--- config.mk ---
export PLATFORM = sky130hd
export DESIGN_NAME = sector_stop_ctrl
export DESIGN_NICKNAME = d
export VERILOG_FILES = /design/src/rtl/ssc_pkg.sv /design/src/rtl/ssc_bcd_step.sv /design/src/rtl/ssc_enable_shadow.sv /design/src/rtl/ssc_cause_sel.sv /design/src/rtl/sector_stop_ctrl.sv
export SDC_FILE = /design/constraint.sdc
export NUM_CORES = 1
export LEC_CHECK = 0
export BUFFER_PORTS_ARGS = -buffer_cell sky130_fd_sc_hd__buf_2
export CAP_MARGIN = 15
export CORE_MARGIN = 2
export CORE_UTILIZATION = 62
export DETAILED_ROUTE_END_ITERATION = 12
export MAX_ROUTING_LAYER = met4
export PLACE_DENSITY_LB_ADDON = 0.05
export SLEW_MARGIN = 15
export SYNTH_ARGS = -nofsm -noshare
export SYNTH_HDL_FRONTEND = slang
export SYNTH_SLANG_ARGS = --single-unit
--- constraint.sdc ---
create_clock -name clk -period 6.4 [get_ports clk]
set_input_delay 0.32 -clock clk [delete_from_list [all_inputs] [get_ports clk]]
set_output_delay 0.32 -clock clk [all_outputs]
set_load 0.02 [all_outputs]
--- src/rtl/ssc_pkg.sv ---
package ssc_pkg;
   localparam int NCAUSE = 4;
   localparam int C_ECC  = 0;
   localparam int C_EDC  = 1;
   localparam int C_MODE = 2;
   localparam int C_ADDR = 3;

   function automatic logic [7:0] to_bcd(input int n);
      return {4'(n / 10), 4'(n % 10)};
   endfunction

   function automatic logic [7:0] bcd_inc(input logic [7:0] v);
      if (v[3:0] >= 4'd9) return {v[7:4] + 4'd1, 4'd0};
      return {v[7:4], v[3:0] + 4'd1};
   endfunction
endpackage

--- src/rtl/ssc_bcd_step.sv ---
module ssc_bcd_step #(
   parameter int LIMIT = 75
) (
   input  logic [7:0] cur,
   input  logic       carry_in,
   output logic [7:0] nxt,
   output logic       carry_out
);
   localparam logic [7:0] LAST = ssc_pkg::to_bcd(LIMIT - 1);

   initial begin
      assert (LIMIT >= 2 && LIMIT <= 100)
         else $error("ssc_bcd_step: LIMIT must fit two BCD digits");
   end

   logic at_last;
   assign at_last   = (cur == LAST);
   assign carry_out = carry_in & at_last;

   always_comb begin
      if (!carry_in)    nxt = cur;
      else if (at_last) nxt = 8'h00;
      else              nxt = ssc_pkg::bcd_inc(cur);
   end
endmodule

--- src/rtl/ssc_enable_shadow.sv ---
module ssc_enable_shadow #(
   parameter int N = 4
) (
   input  logic         clk,
   input  logic         rst_n,
   input  logic         wr,
   input  logic [N-1:0] wdata,
   input  logic         load,
   output logic [N-1:0] act
);
   logic [N-1:0] pend_q;

   always_ff @(posedge clk or negedge rst_n) begin
      if (!rst_n) begin
         pend_q <= '0;
         act    <= '0;
      end else begin
         if (wr)   pend_q <= wdata;
         if (load) act    <= pend_q;
      end
   end
endmodule

--- src/rtl/ssc_cause_sel.sv ---
module ssc_cause_sel #(
   parameter int N = 4
) (
   input  logic [N-1:0] req,
   output logic [N-1:0] pick
);
   always_comb begin
      logic found;
      found = 1'b0;
      pick  = '0;
      for (int i = 0; i < N; i++) begin
         if (req[i] && !found) begin
            pick[i] = 1'b1;
            found   = 1'b1;
         end
      end
   end
endmodule

--- src/rtl/sector_stop_ctrl.sv ---
module sector_stop_ctrl #(
   parameter int MODE_W         = 2,
   parameter int FRAMES_PER_SEC = 75,
   parameter int SECS_PER_MIN   = 60,
   parameter int MINS_PER_WRAP  = 100
) (
   input  logic              clk,
   input  logic              rst_n,
   input  logic              cfg_we,
   input  logic [3:0]        cfg_wdata,
   input  logic              restart,
   input  logic              sec_valid,
   input  logic [7:0]        sec_min,
   input  logic [7:0]        sec_sec,
   input  logic [7:0]        sec_frm,
   input  logic [MODE_W-1:0] sec_mode,
   input  logic              sec_form,
   input  logic              ecc_fail,
   input  logic              edc_fail,
   output logic              halt,
   output logic [3:0]        halt_cause,
   output logic [3:0]        sec_status
);
   import ssc_pkg::*;

   localparam int NC    = NCAUSE;
   localparam int MF_W  = MODE_W + 1;
   localparam int NFLD  = 3;
   localparam int LIMS [NFLD] = '{FRAMES_PER_SEC, SECS_PER_MIN, MINS_PER_WRAP};

   initial begin
      assert (MODE_W >= 1) else $error("sector_stop_ctrl: MODE_W must be at least 1");
      assert (NC == 4) else $error("sector_stop_ctrl: cause vector must be 4 bits");
   end

   logic                accept;
   logic [NC-1:0]       act_en;
   logic [NC-1:0]       raw;
   logic [NC-1:0]       armed;
   logic [NC-1:0]       pick;
   logic [MF_W-1:0]     cur_mf;
   logic [MF_W-1:0]     ref_mf_q;
   logic [NFLD-1:0][7:0] cur_f;
   logic [NFLD-1:0][7:0] ref_f_q;
   logic [NFLD-1:0][7:0] exp_f;
   logic                have_ref_q;

   assign accept = sec_valid & ~restart;
   assign cur_mf = {sec_mode, sec_form};
   assign cur_f  = {sec_min, sec_sec, sec_frm};

   ssc_enable_shadow #(.N(NC)) u_shadow (
      .clk   (clk),
      .rst_n (rst_n),
      .wr    (cfg_we),
      .wdata (cfg_wdata),
      .load  (accept | restart),
      .act   (act_en)
   );

   for (genvar g = 0; g < NFLD; g++) begin : g_step
      logic ci;
      logic co;
      if (g == 0) begin : g_first
         assign ci = 1'b1;
      end else begin : g_next
         assign ci = g_step[g-1].co;
      end
      ssc_bcd_step #(.LIMIT(LIMS[g])) u_step (
         .cur       (ref_f_q[g]),
         .carry_in  (ci),
         .nxt       (exp_f[g]),
         .carry_out (co)
      );
   end

   always_comb begin
      raw         = '0;
      raw[C_ECC]  = ecc_fail;
      raw[C_EDC]  = edc_fail;
      raw[C_MODE] = have_ref_q && (cur_mf != ref_mf_q);
      raw[C_ADDR] = have_ref_q && (cur_f != exp_f);
   end

   assign armed = raw & act_en;

   ssc_cause_sel #(.N(NC)) u_sel (
      .req  (armed),
      .pick (pick)
   );

   always_ff @(posedge clk or negedge rst_n) begin
      if (!rst_n) begin
         halt       <= 1'b0;
         halt_cause <= '0;
         sec_status <= '0;
         ref_f_q    <= '0;
         ref_mf_q   <= '0;
         have_ref_q <= 1'b0;
      end else if (restart) begin
         halt       <= 1'b0;
         halt_cause <= '0;
         have_ref_q <= 1'b0;
      end else if (sec_valid) begin
         sec_status <= raw;
         ref_f_q    <= cur_f;
         ref_mf_q   <= cur_mf;
         have_ref_q <= 1'b1;
         if (!halt && (|armed)) begin
            halt       <= 1'b1;
            halt_cause <= pick;
         end
      end
   end
endmodule

==> results of run 1 <==
final cells by class:
cell class / instances / area, um2
fill: 409 / 1510
clock inverter: 2 / 38.8
multi-input combinational: 293 / 1910
inverter: 15 / 56.3
timing repair buffer: 47 / 238
clock buffer: 6 / 72.6
sequential: 45 / 1130
tap: 70 / 87.6
layout by cell type, fill, tap and decap left out, types with 4 or more instances in the layout:
master and instances:
sky130_fd_sc_hd__mux2_2 8, sky130_fd_sc_hd__nand3_1 10, sky130_fd_sc_hd__buf_2 46, sky130_fd_sc_hd__xnor2_1 13, sky130_fd_sc_hd__ha_1 15, sky130_fd_sc_hd__nor2b_1 5
sky130_fd_sc_hd__o31ai_1 5, sky130_fd_sc_hd__o21ai_0 24, sky130_fd_sc_hd__nor3_1 6, sky130_fd_sc_hd__xor2_1 9, sky130_fd_sc_hd__o22ai_1 4, sky130_fd_sc_hd__nand2_1 78
sky130_fd_sc_hd__clkbuf_8 5, sky130_fd_sc_hd__nand4b_1 5, sky130_fd_sc_hd__nand4_1 6, sky130_fd_sc_hd__inv_1 15, sky130_fd_sc_hd__dfrtp_1 45, sky130_fd_sc_hd__nor3b_1 4
sky130_fd_sc_hd__a21oi_1 13, sky130_fd_sc_hd__nor2_1 13, sky130_fd_sc_hd__nor4_1 6, sky130_fd_sc_hd__mux2i_1 4, sky130_fd_sc_hd__and3_1 4
path summary, 6_finish.rpt:
path                                      end          start  depth (start not counted)  slack, ps
worst min register to register  sec_status[1]  sec_status[1]                          2        480
worst max register to register  halt_cause[2]     ref_f_q[0]                         11       3240
worst max-delay path            halt_cause[2]     ref_f_q[0]                         11       3240
max in group asynchronous          ref_f_q[5]          rst_n                          1       5590
worst min-delay path              ref_f_q[15]          rst_n                          1        180
min in group clk                   ref_f_q[7]     sec_frm[7]                          3        230
where the power goes:
group | internal [mW] | leakage (nW) | switching [mW]
Clock | 0.117 | 0.0554 | 0.101
Combinational | 0.0900 | 1.02 | 0.124
Sequential | 0.317 | 0.558 | 0.0420
kinds of logic (layout without fill, tap and decap cells):
logic type                 Yosys count  in the layout  synth area share [%]
adders and majority gates           15             15                  5.89
muxes                               12             12                  4.09
and+or+nand+nor                    166            166                  28.1
DFF                                 45             45                  35.4
buffers and inverters               30             70                  4.60
AOI/OAI and AO/OA                   78             78                  16.0
xor gates and xnor gates            22             22                  6.05
registers in the layout, indices dropped and copies added (netlist names):
register,count
halt_cause,4
ref_mf_q,3
have_ref_q,1
sec_status,4
ref_f_q,24
u_shadow.act,4
u_shadow.pend_q,4
halt,1
per-layer routing:
| layer | share of wire, % | routed length [um] | vias to the layer above | global-route usage (%) |
|---|---|---|---|---|
| li1 | - | - | 1407 | - |
| met1 | 45 | 3350 | 1361 | 37.1 |
| met2 | 49 | 3660 | 89 | 45.9 |
| met3 | 4.8 | 356 | 13 | 3.97 |
| met4 | 1.4 | 108 | 0 | 8.97 |
| met5 | 0 | 0 | - | - |
per-stage QoR:
step                instances  hold slack, ps  power [mW]  area (um2)
global route              478             239       0.840        3530
global placement          470             454       0.569        3420
finish                    478             184       0.792        3530
CTS                       478             225       0.796        3530
floorplan                 368            24.4       0.510        3180
detailed placement        470             457       0.577        3420
==> summary.md, run 1 <==
| Metric | Value |
|---|---|
| Fin. max-slew vios | `0` |
| Detailed-route wire length per cell | `15.6 um` |
| Crit Path Category | `flip-flop to flip-flop` |
| Clock transition at the registers of the reported paths | `90 ps` |
| Layout cell share with drive strength beyond 1 | `18.4%` |
| Total of hold buffers inserted after clock tree synthesis | `0` |
| Max VDD drop | `154 uV` |
| Ant diodes | `0` |
| Period utilization | `49.3%` |
| Setup crit end kind | `flip-flop` |
| Power density normalized to cell area | `224 mW/mm2` |
| Critical path buffers and inverters | `1` |
| Critical path required time | `6590 ps` |
| Max-cap violations | `0` |
| TritonCTS sink count | `45` |
| EDFF count, synth | `0` |
| Initial antenna violation count | `0` |
| Fmax | `317 MHz` |
| Initial standard-cell utilization of the core | `63.2%` |
| Number of rows created at floorplan | `26` |
| Ys flop type | `sky130_fd_sc_hd__dfrtp_1` |
| Total CTS buffers | `5` |
| Most frequent cells after synthesis | `sky130_fd_sc_hd__nand2_1 (78), sky130_fd_sc_hd__dfrtp_1 (45), sky130_fd_sc_hd__o21ai_0 (24), sky130_fd_sc_hd__ha_1 (15), sky130_fd_sc_hd__inv_1 (15)` |
| Crit path max fanout | `8` |
| Master cell of the clock root buffer | `sky130_fd_sc_hd__clkbuf_8` |
| Count of unresolved DRC violations after routing | `0` |
| Area of the core region | `0.00504 mm2` |
| Count of yosys warnings during synthesis | `0` |
| Global-route wire length before repair | `12,000 um` |
| Cell leakage power | `1.63 nW` |
| Clock tree skew after final layout | `3.52 ps` |
| Post-DP HPWL | `5570 um` |
| Count of nets left with antenna violations after detail routing | `0` |
| Cell Area, Synth | `0.00318 mm2` |
| Initial DRC Count | `208` |
| Fraction of post-synthesis cell area in the top cell type by area | `35.4%` |
| Synthesized area divided by synthesized cell count | `8.65 um2` |
| Worst slack, placed | `3270 ps` |
| Top-level port count | `47` |
| Synthesized instance count | `368` |
| Critical Path Max Stage Delay | `530 ps` |
| Dominant cell by count in the synthesized netlist | `sky130_fd_sc_hd__nand2_1` |
| Critical Path Source Type | `flip-flop` |
| Vias after detailed routing | `2,870` |
| Main area contributors after synthesis | `sky130_fd_sc_hd__dfrtp_1 (35%), sky130_fd_sc_hd__nand2_1 (9.2%), sky130_fd_sc_hd__ha_1 (5.9%), sky130_fd_sc_hd__o21ai_0 (3.8%), sky130_fd_sc_hd__xnor2_1 (3.6%)` |
| Total number of H-tree levels | `2` |
| Overall routing resource usage | `28.4%` |
| Headroom to the max-slew limit | `32.4%` |
| Pin slew with the least headroom to its limit | `1010 ps` |
| Number of gates resized after cts | `0` |
| Cell type with the highest aggregate area in the netlist | `sky130_fd_sc_hd__dfrtp_1` |
| Worst hold-check path type | `input pin to async pin` |
| Maximum number of pins on one net before global-route repair | `46` |
| Net count reported at finish | `460` |
| Floorplan die width | `75.7 um` |
| TritonRoute pass-1 iters | `5` |
| Floorplan die area | `0.00573 mm2` |
| Final setup violation count | `0` |
| Sum Neg Setup Slack | `0 ps` |
| Maximum clock insertion buffer count | `2` |
| RSZ-0062 raised after global routing | `false` |
| Async SR Flop Fraction | `100%` |
| Share of the core filled with cells | `70.1%` |
| Detailed-route wire length | `7480 um` |
| Grt total ovfl | `0` |
| Critical path arrival | `3350 ps` |
| Ordered cell list for the critical path | `inv_1 -> ha_1 -> and4b_1 -> a22oi_1 -> o22ai_1 -> xnor2_1 -> a2111oi_1 -> nand4_1 -> o21a_2 -> o21ai_1 -> a21oi_1` |
| Setup fix buffers added after clock tree synthesis | `0` |
| Status | `completed` |
| Die boundary height | `75.7 um` |
| Number of hold violations in the final report | `0` |
| Share of synthesized area occupied by flip-flops and latches | `35.4%` |
| Vias per cell | `6.00` |
| Cell type group with the largest total delay on the critical path | `compound AO/OA/AOI/OAI gates` |
| Mapped Nets | `421` |
| Period minus WS final | `3160 ps` |
| Later-pin clock latency in the skew report | `300 ps` |
| Number of global-route vias before repair | `2,578` |
| Flops & latches, synth | `45` |
| Worst path slowest cell | `sky130_fd_sc_hd__a22oi_1` |
| Final critical-path setup slack | `3240 ps` |
| Global placement routability congestion | `0.897` |
| PortBufs | `46` |
| Post-synth cell types | `62` |
| TritonCTS clock tree | `built` |
| Area growth from synthesis to layout | `11.0%` |
No activity file was read; power rests on OpenSTA's default activity.
==> run 2, diff against run 1 <==
--- a/config.mk
+++ b/config.mk
@@ -5,10 +5,11 @@
 export SDC_FILE = /design/constraint.sdc
 export NUM_CORES = 1
 export LEC_CHECK = 0
+export ABC_AREA = 1
 export BUFFER_PORTS_ARGS = -buffer_cell sky130_fd_sc_hd__buf_2
 export CAP_MARGIN = 15
 export CORE_MARGIN = 2
-export CORE_UTILIZATION = 62
+export CORE_UTILIZATION = 52
 export DETAILED_ROUTE_END_ITERATION = 12
 export MAX_ROUTING_LAYER = met4
 export PLACE_DENSITY_LB_ADDON = 0.05
==> constraint.sdc (replaced) <==
create_clock -name clk -period 2.8 [get_ports clk]
set_input_delay 0.14 -clock clk [delete_from_list [all_inputs] [get_ports clk]]
set_output_delay 0.14 -clock clk [all_outputs]
set_load 0.02 [all_outputs]
==> summary.md, run 2 <==
| Metric | Value |
|---|---|
| Dominant cell by count in the synthesized netlist | `sky130_fd_sc_hd__nand2_1 (unchanged)` |
| Critical path buffers and inverters | `2 (was 1)` |
| Detailed-route wire length per cell | `11.4 um (was 15.6 um)` |
| Ant diodes | `0 (unchanged)` |
| Layout cell share with drive strength beyond 1 | `13.8% (was 18.4%)` |
| Critical path arrival | `2760 ps (was 3350 ps)` |
| CP dominant cell by count | `sky130_fd_sc_hd__nand2_1` |
| Initial antenna violation count | `0 (unchanged)` |
| TritonCTS clock tree | `built (unchanged)` |
| Count of nets left with antenna violations after detail routing | `0 (unchanged)` |
| Global-route wire length before repair | `11,400 um (was 12,000 um)` |
| Flops & latches, synth | `45 (unchanged)` |
| Placed cell count | `586 (was 470)` |
| Count of unresolved DRC violations after routing | `0 (unchanged)` |
| TritonRoute pass-1 iters | `4 (was 5)` |
| Period minus WS final | `2500 ps (was 3160 ps)` |
| Largest register FFs | `24 (unchanged)` |
| Fin. max-slew vios | `0 (unchanged)` |
| Vias per cell | `5.07 (was 6.00)` |
| Filler Cells Inserted | `596 (was 409)` |
| Number of rows created at floorplan | `28 (was 26)` |
| Clock tree skew after final layout | `9.83 ps (was 3.52 ps)` |
| Final Non-Filler Cells | `595 (was 478)` |
| Power density normalized to cell area | `487 mW/mm2 (was 224 mW/mm2)` |
| Relative contribution of combinational cells to total power | `27.4% (was 27.1%)` |
| Maximum clock insertion buffer count | `2 (unchanged)` |
| Sum Neg Setup Slack | `0 ps (unchanged)` |
| Area growth from synthesis to layout | `11.9% (was 11.0%)` |
| Max-cap violations | `0 (unchanged)` |
| Post-synth cell types | `33 (was 62)` |
| Initial standard-cell utilization of the core | `54.0% (was 63.2%)` |
| Mapped Nets | `529 (was 421)` |
| Switching share of total power | `37.4% (was 33.8%)` |
| Share of synthesized area occupied by flip-flops and latches | `35.0% (was 35.4%)` |
| Status | `completed (unchanged)` |
| Master cell of the clock root buffer | `sky130_fd_sc_hd__clkbuf_8 (unchanged)` |
| Fraction of post-synthesis cell area in the top cell type by area | `35.0% (was 35.4%)` |
| Total Power Consumption | `1.76 mW (was 792 uW)` |
| Flop pwr share | `46.5% (was 45.3%)` |
| Count of yosys warnings during synthesis | `0 (unchanged)` |
| Fmax | `400 MHz (was 317 MHz)` |
| Cell Area, Synth | `0.00322 mm2 (was 0.00318 mm2)` |
| Area of the core region | `0.00596 mm2 (was 0.00504 mm2)` |
| Setup fix buffers added after clock tree synthesis | `0 (unchanged)` |
| Cell leakage power | `2.04 nW (was 1.63 nW)` |
| Global placement routability congestion | `0.827 (was 0.897)` |
| Cell Area, Placed | `0.00349 mm2 (was 0.00342 mm2)` |
| Vias after detailed routing | `3,018 (was 2,870)` |
| Reg with most FFs | `ref_f_q (unchanged)` |
| Maximum number of pins on one net before global-route repair | `46 (unchanged)` |
| Critical Path Max Stage Delay | `450 ps (was 530 ps)` |
| Critical path required time | `3060 ps (was 6590 ps)` |
| PortBufs | `46 (unchanged)` |
| Grt total ovfl | `0 (unchanged)` |
| Floorplan die area | `0.00683 mm2 (was 0.00573 mm2)` |
| Post-route cell area | `0.00360 mm2 (was 0.00353 mm2)` |
| Detailed-route wire length | `6790 um (was 7480 um)` |
| TritonCTS sink count | `45 (unchanged)` |
| Critical Path Source Type | `flip-flop (unchanged)` |
| Total CTS buffers | `5 (unchanged)` |
| Crit Path Category | `flip-flop to flip-flop (unchanged)` |
| Switch Pwr | `656 uW (was 268 uW)` |
| Ordered cell list for the critical path | `inv_1 -> ha_1 -> inv_1 -> nor2_1 -> nand3_2 -> nor2_4 -> nand2_1 -> nand2_1 -> nand2_1 -> nand2_1 -> nand2_1 -> nor2_1 -> nand2_1 -> nor2_1 -> nand2_1 -> nand3_2 -> nand2_4 -> nand2_4 -> nand3_1 -> nand2_1 (was inv_1 -> ha_1 -> and4b_1 -> a22oi_1 -> o22ai_1 -> xnor2_1 -> a2111oi_1 -> nand4_1 -> o21a_2 -> o21ai_1 -> a21oi_1)` |
| Die boundary height | `82.7 um (was 75.7 um)` |
| EDFF count, synth | `0 (unchanged)` |
| Total number of H-tree levels | `2 (unchanged)` |
| Crit path max fanout | `12 (was 8)` |
| Clock transition at the registers of the reported paths | `110 ps (was 90 ps)` |
| Top-level port count | `47 (unchanged)` |
| Cell type with the highest aggregate area in the netlist | `sky130_fd_sc_hd__dfrtp_1 (unchanged)` |
| Internal power | `1.10 mW (was 524 uW)` |
| Ys flop type | `sky130_fd_sc_hd__dfrtp_1 (unchanged)` |
| Most frequent cells after synthesis | `sky130_fd_sc_hd__nand2_1 (168), sky130_fd_sc_hd__inv_1 (71), sky130_fd_sc_hd__nand3_1 (48), sky130_fd_sc_hd__dfrtp_1 (45), sky130_fd_sc_hd__o21ai_0 (45) (was sky130_fd_sc_hd__nand2_1 (78), sky130_fd_sc_hd__dfrtp_1 (45), sky130_fd_sc_hd__o21ai_0 (24), sky130_fd_sc_hd__ha_1 (15), sky130_fd_sc_hd__inv_1 (15))` |
| Net count reported at finish | `572 (was 460)` |
| Main area contributors after synthesis | `sky130_fd_sc_hd__dfrtp_1 (35%), sky130_fd_sc_hd__nand2_1 (20%), sky130_fd_sc_hd__inv_1 (8.3%), sky130_fd_sc_hd__nand3_1 (7.5%), sky130_fd_sc_hd__o21ai_0 (7.0%) (was sky130_fd_sc_hd__dfrtp_1 (35%), sky130_fd_sc_hd__nand2_1 (9.2%), sky130_fd_sc_hd__ha_1 (5.9%), sky130_fd_sc_hd__o21ai_0 (3.8%), sky130_fd_sc_hd__xnor2_1 (3.6%))` |
| RSZ-0062 raised after global routing | `false (unchanged)` |
| Worst path slowest cell | `sky130_fd_sc_hd__dfrtp_1 (was sky130_fd_sc_hd__a22oi_1)` |
| Number of hold violations in the final report | `0 (unchanged)` |
| Setup crit end kind | `flip-flop (unchanged)` |
| Max VDD drop | `295 uV (was 154 uV)` |
| Later-pin clock latency in the skew report | `310 ps (was 300 ps)` |
| Synthesized instance count | `476 (was 368)` |
| Overall routing resource usage | `22.1% (was 28.4%)` |
| Final setup violation count | `0 (unchanged)` |
| Period utilization | `89.2% (was 49.3%)` |
| Async SR Flop Fraction | `100% (unchanged)` |
| Synthesized area divided by synthesized cell count | `6.76 um2 (was 8.65 um2)` |
| Floorplan die width | `82.7 um (was 75.7 um)` |
| Worst-case hold slack | `25.7 ps (was 184 ps)` |
| Highest-count cells in the layout ignoring fill and taps | `sky130_fd_sc_hd__nand2_1 (168), sky130_fd_sc_hd__inv_1 (71), sky130_fd_sc_hd__nand3_1 (48) (was sky130_fd_sc_hd__nand2_1 (78), sky130_fd_sc_hd__buf_2 (46), sky130_fd_sc_hd__dfrtp_1 (45))` |
| Portion of total power attributed to the clock network | `26.1% (was 27.6%)` |
| Worst hold-check path type | `input pin to flip-flop (was input pin to async pin)` |
| Initial DRC Count | `161 (was 208)` |
| Headroom to the max-slew limit | `51.9% (was 32.4%)` |
| Cell type group with the largest total delay on the critical path | `simple AND/OR/NAND/NOR gates (was compound AO/OA/AOI/OAI gates)` |
| Post-DP HPWL | `5050 um (was 5570 um)` |
| Number of global-route vias before repair | `2,664 (was 2,578)` |
| Commonest non-fill, non-tap cell in the layout | `sky130_fd_sc_hd__nand2_1 (unchanged)` |
| Pin slew with the least headroom to its limit | `719 ps (was 1010 ps)` |
[run 2: worst min-delay path: stages]
cell and delay [ps]:
sky130_fd_sc_hd__buf_2 80, sky130_fd_sc_hd__nand2_1 40, sky130_fd_sc_hd__o21ai_0 50
[run 2: kinds of logic after synthesis]
family	after synthesis	synth area share, %
AND/OR/NAND/NOR	269	37.6
buffers and inverters	85	10.4
AO/OA/AOI/OAI	54	8.90
flip-flops	45	35.0
adder cells (fa/ha/maj)	15	5.83
XOR/XNOR	7	1.91
multiplexers	1	0.350
[run 2: per-stage QoR]
step | worst slack, ps | util [%]
4_1_cts | 294 | 60.3
3_3_place_gp | 382 | 58.6
6_report | 302 | 60.5
3_5_place_dp | 320 | 58.6
2_1_floorplan | 726 | -
5_1_grt | 14.7 | 60.5
[run 2: worst paths after layout]
kind | slack (ps) | start | end | cells past startpoint
min in group asynchronous | 360 | rst_n | ref_f_q[22] | 2
worst min register to register | 500 | sec_status[3] | sec_status[3] | 2
worst min-delay path | 30 | cfg_wdata[0] | u_shadow.pend_q[0] | 3
worst max-delay path | 300 | ref_f_q[0] | halt_cause[1] | 20
worst max register to register | 300 | ref_f_q[0] | halt_cause[1] | 20
max in group asynchronous | 2020 | rst_n | ref_f_q[4] | 2
[run 2: cell type report]
class	count	area (um2)	area share, %
Multi-Input combinational cell	346	1760	48.8
Inverter	72	270	7.50
Tap cell	75	93.8	2.61
Timing Repair Buffer	49	258	7.16
Sequential cell	45	1130	31.3
Clock buffer	5	68.8	1.91
Clock inverter	3	28.8	0.799
[run 2: routing by layer]
metal  vias up  share of wire, %  track usage (%)
met3         7               3.7             3.37
met2        56                47             38.1
met4         0               1.1             6.07
met5         -                 0                -
met1      1361                48             27.0
li1       1594                 -                -
[run 2: what timing repair did]
action                                 in CTS  in global routing
gates resized for setup                     0                  0
hold buffers                                0                  1
endpoints found under the hold margin       0                 45
[run 2: power groups by stage]
stage | sequential [mW] | combinational (mW) | clock, mW
2_1_floorplan | 0.809 | 0.363 | 0
3_3_place_gp | 0.828 | 0.472 | 0
3_5_place_dp | 0.829 | 0.481 | 0
4_1_cts | 0.817 | 0.483 | 0.472
5_1_grt | 0.832 | 0.566 | 0.491
6_report | 0.816 | 0.481 | 0.459
==> run 3, diff against run 2 <==
--- a/config.mk
+++ b/config.mk
@@ -6,11 +6,11 @@
 export NUM_CORES = 1
 export LEC_CHECK = 0
 export ABC_AREA = 1
-export BUFFER_PORTS_ARGS = -buffer_cell sky130_fd_sc_hd__buf_2
 export CAP_MARGIN = 15
 export CORE_MARGIN = 2
-export CORE_UTILIZATION = 52
+export CORE_UTILIZATION = 58
 export DETAILED_ROUTE_END_ITERATION = 12
+export DONT_BUFFER_PORTS = 1
 export MAX_ROUTING_LAYER = met4
 export PLACE_DENSITY_LB_ADDON = 0.05
 export SLEW_MARGIN = 15
==> summary.md, run 3 (synthesis gave the netlist of run 2 again) <==
| Metric | Value |
|---|---|
| Later-pin clock latency in the skew report | `300 ps (was 310 ps)` |
| Ordered cell list for the critical path | `inv_1 -> ha_1 -> nand2_1 -> nand3b_4 -> nor2_4 -> buf_4 -> nand2_1 -> o21ai_1 -> xor2_1 -> nor2_1 -> nand2_1 -> nor2_1 -> nand2_1 -> nand3_2 -> nand2_4 -> nand2_4 -> nand3_1 -> nand2_1 (was inv_1 -> ha_1 -> inv_1 -> nor2_1 -> nand3_2 -> nor2_4 -> nand2_1 -> nand2_1 -> nand2_1 -> nand2_1 -> nand2_1 -> nor2_1 -> nand2_1 -> nor2_1 -> nand2_1 -> nand3_2 -> nand2_4 -> nand2_4 -> nand3_1 -> nand2_1)` |
| Number of cells on the worst hold path | `2 (was 3)` |
| TritonCTS clock tree | `built (unchanged)` |
| Global placement routability congestion | `0.857 (was 0.827)` |
| Post-DP HPWL | `4900 um (was 5050 um)` |
| Capture instance of the worst register-to-register path | `halt_cause[2] (was halt_cause[1])` |
| Layout cell share with drive strength beyond 1 | `6.40% (was 13.8%)` |
| Floorplan die area | `0.00616 mm2 (was 0.00683 mm2)` |
| Cell leakage power | `1.96 nW (was 2.04 nW)` |
| PortBufs | `0 (was 46)` |
| Max-cap violations | `0 (unchanged)` |
| Number of rows created at floorplan | `27 (was 28)` |
| Setup slack of the worst register-to-register path | `300 ps (about the same)` |
| Worst R2R Path Depth | `18 (was 20)` |
| Top-level port count | `47 (unchanged)` |
| Placed cell count | `537 (was 586)` |
| Commonest non-fill, non-tap cell in the layout | `sky130_fd_sc_hd__nand2_1 (unchanged)` |
| Initial standard-cell utilization of the core | `59.2% (was 54.0%)` |
| Area of the core region | `0.00544 mm2 (was 0.00596 mm2)` |
| Master cell of the clock root buffer | `sky130_fd_sc_hd__clkbuf_8 (unchanged)` |
| TritonRoute pass-1 iters | `4 (unchanged)` |
| Detailed-route wire length | `7140 um (was 6790 um)` |
| Vias after detailed routing | `3,004 (was 3,018)` |
| Critical Path Max Stage Delay | `440 ps (was 450 ps)` |
| Global-route wire length before repair | `12,100 um (was 11,400 um)` |
| Crit path max fanout | `5 (was 12)` |
| Share of the core filled with cells | `67.2% (was 60.5%)` |
| Initial DRC Count | `122 (was 161)` |
| Maximum number of pins on one net before global-route repair | `63 (was 46)` |
| Vias per cell | `5.25 (was 5.07)` |
| Number of global-route vias before repair | `2,786 (was 2,664)` |
| Setup crit end kind | `flip-flop (unchanged)` |
| Count of nets left with antenna violations after detail routing | `0 (unchanged)` |
| Count of unresolved DRC violations after routing | `0 (unchanged)` |
| Initial antenna violation count | `0 (unchanged)` |
| Startpoint of the tightest hold check path | `sec_min[2] (was cfg_wdata[0])` |
| Maximum clock insertion buffer count | `2 (unchanged)` |
| Status | `completed (unchanged)` |
| Max VDD drop | `305 uV (was 295 uV)` |
| Critical path required time | `3000 ps (was 3060 ps)` |
| CP dominant cell by count | `sky130_fd_sc_hd__nand2_1 (unchanged)` |
| Fin. max-slew vios | `0 (unchanged)` |
| Worst hold-check path type | `input pin to flip-flop (unchanged)` |
| Largest register FFs | `24 (unchanged)` |
| Headroom to the max-slew limit | `64.4% (was 51.9%)` |
| Reg with most FFs | `ref_f_q (unchanged)` |
| Fmax | `400 MHz (about the same)` |
| Power density normalized to cell area | `472 mW/mm2 (was 487 mW/mm2)` |
| Highest-count cells in the layout ignoring fill and taps | `sky130_fd_sc_hd__nand2_1 (168), sky130_fd_sc_hd__inv_1 (71), sky130_fd_sc_hd__nand3_1 (48) (unchanged)` |
| Total CTS buffers | `5 (unchanged)` |
| Net count reported at finish | `552 (was 572)` |
| Ant diodes | `0 (unchanged)` |
| Final Non-Filler Cells | `572 (was 595)` |
| Worst hold path endpoint | `ref_f_q[18] (was u_shadow.pend_q[0])` |
| Clock tree skew after final layout | `6.00 ps (was 9.83 ps)` |
| Area growth from synthesis to layout | `13.6% (was 11.9%)` |
| Crit Path Category | `flip-flop to flip-flop (unchanged)` |
| Detailed-route wire length per cell | `12.5 um (was 11.4 um)` |
| Critical path buffers and inverters | `2 (unchanged)` |
| Floorplan die width | `78.5 um (was 82.7 um)` |
| Critical path arrival | `2700 ps (was 2760 ps)` |
| Total number of H-tree levels | `2 (unchanged)` |
| Grt total ovfl | `0 (unchanged)` |
| Overall routing resource usage | `25.0% (was 22.1%)` |
| Pin slew with the least headroom to its limit | `534 ps (was 719 ps)` |
| Period minus WS final | `2500 ps (about the same)` |
| Total Power Consumption | `1.73 mW (was 1.76 mW)` |
| Die boundary height | `78.5 um (was 82.7 um)` |
| Worst path slowest cell | `sky130_fd_sc_hd__dfrtp_1 (unchanged)` |
| Clock transition at the registers of the reported paths | `90 ps (was 110 ps)` |
| Critical register-to-register path startpoint | `ref_f_q[9] (was ref_f_q[0])` |
| Cell type group with the largest total delay on the critical path | `simple AND/OR/NAND/NOR gates (unchanged)` |
| Final setup violation count | `0 (unchanged)` |
| Critical Path Source Type | `flip-flop (unchanged)` |
| Number of hold violations in the final report | `0 (unchanged)` |
| Period utilization | `89.3% (was 89.2%)` |
| TritonCTS sink count | `45 (unchanged)` |
==> run 3: cell count changes in the layout (fill, tap and decap cells not counted), sizes merged <==
| cell | previous run | this run |
|---|---|---|
| clkinvlp | 0 | 1 |
| clkinv | 0 | 1 |
| buf | 48 | 5 |
| inv | 75 | 73 |
| dlygate4sd3 | 1 | 23 |
| nor2 | 25 | 26 |
==> run 3: per-layer routing <==
metal	up-vias	global-route usage, %	wire, um
li1	1561	-	-
met1	1371	31.3	3210
met2	70	42.4	3550
met3	2	4.94	353
met4	0	5.44	24
met5	-	-	0
==> run 3: worst max path at each step <==
stage | end | depth (start not counted) | from
5_1_grt | halt_cause[2] | 20 | ref_f_q[0]
4_1_cts | halt_cause[2] | 20 | ref_f_q[0]
3_3_place_gp | halt_cause[0] | 20 | ref_f_q[0]
3_5_place_dp | halt_cause[2] | 20 | ref_f_q[0]
2_1_floorplan | halt_cause[1] | 18 | ref_f_q[16]
6_report | halt_cause[2] | 18 | ref_f_q[9]
==> run 3: final cells by class <==
type	instances	area (um2)
Tap cell	72	90.1
Clock buffer	5	68.8
Inverter	72	270
Fill cell	506	1780
Timing Repair Buffer	28	288
Multi-Input combinational cell	347	1790
Clock inverter	3	25.0
Sequential cell	45	1130
==> run 3: where the power goes <==
| part | leakage [nW] | internal (mW) | switching (mW) |
|---|---|---|---|
| registers | 0.560 | 0.723 | 0.112 |
| logic | 1.35 | 0.187 | 0.272 |
| clock network | 0.0447 | 0.181 | 0.251 |
==> run 3: repair_timing <==
item | in CTS | in global routing
setup buffers | 0 | 2
gates resized for setup | 0 | 5
endpoints found under the hold margin | 66 | 0
endpoints found under the setup margin | 0 | 5
hold buffers | 24 | 0
==> run 3: stage by stage <==
stage               cell area (um2)  worst slack (ps)  setup TNS, ps  hold slack (ps)
global route                   3650             -20.9          -20.9             15.5
finish                         3650               301              0             10.6
detailed placement             3260               262              0             -155
global placement               3260               362              0             -155
floorplan                      3220               726              0             -156
CTS                            3610               253              0             2.91
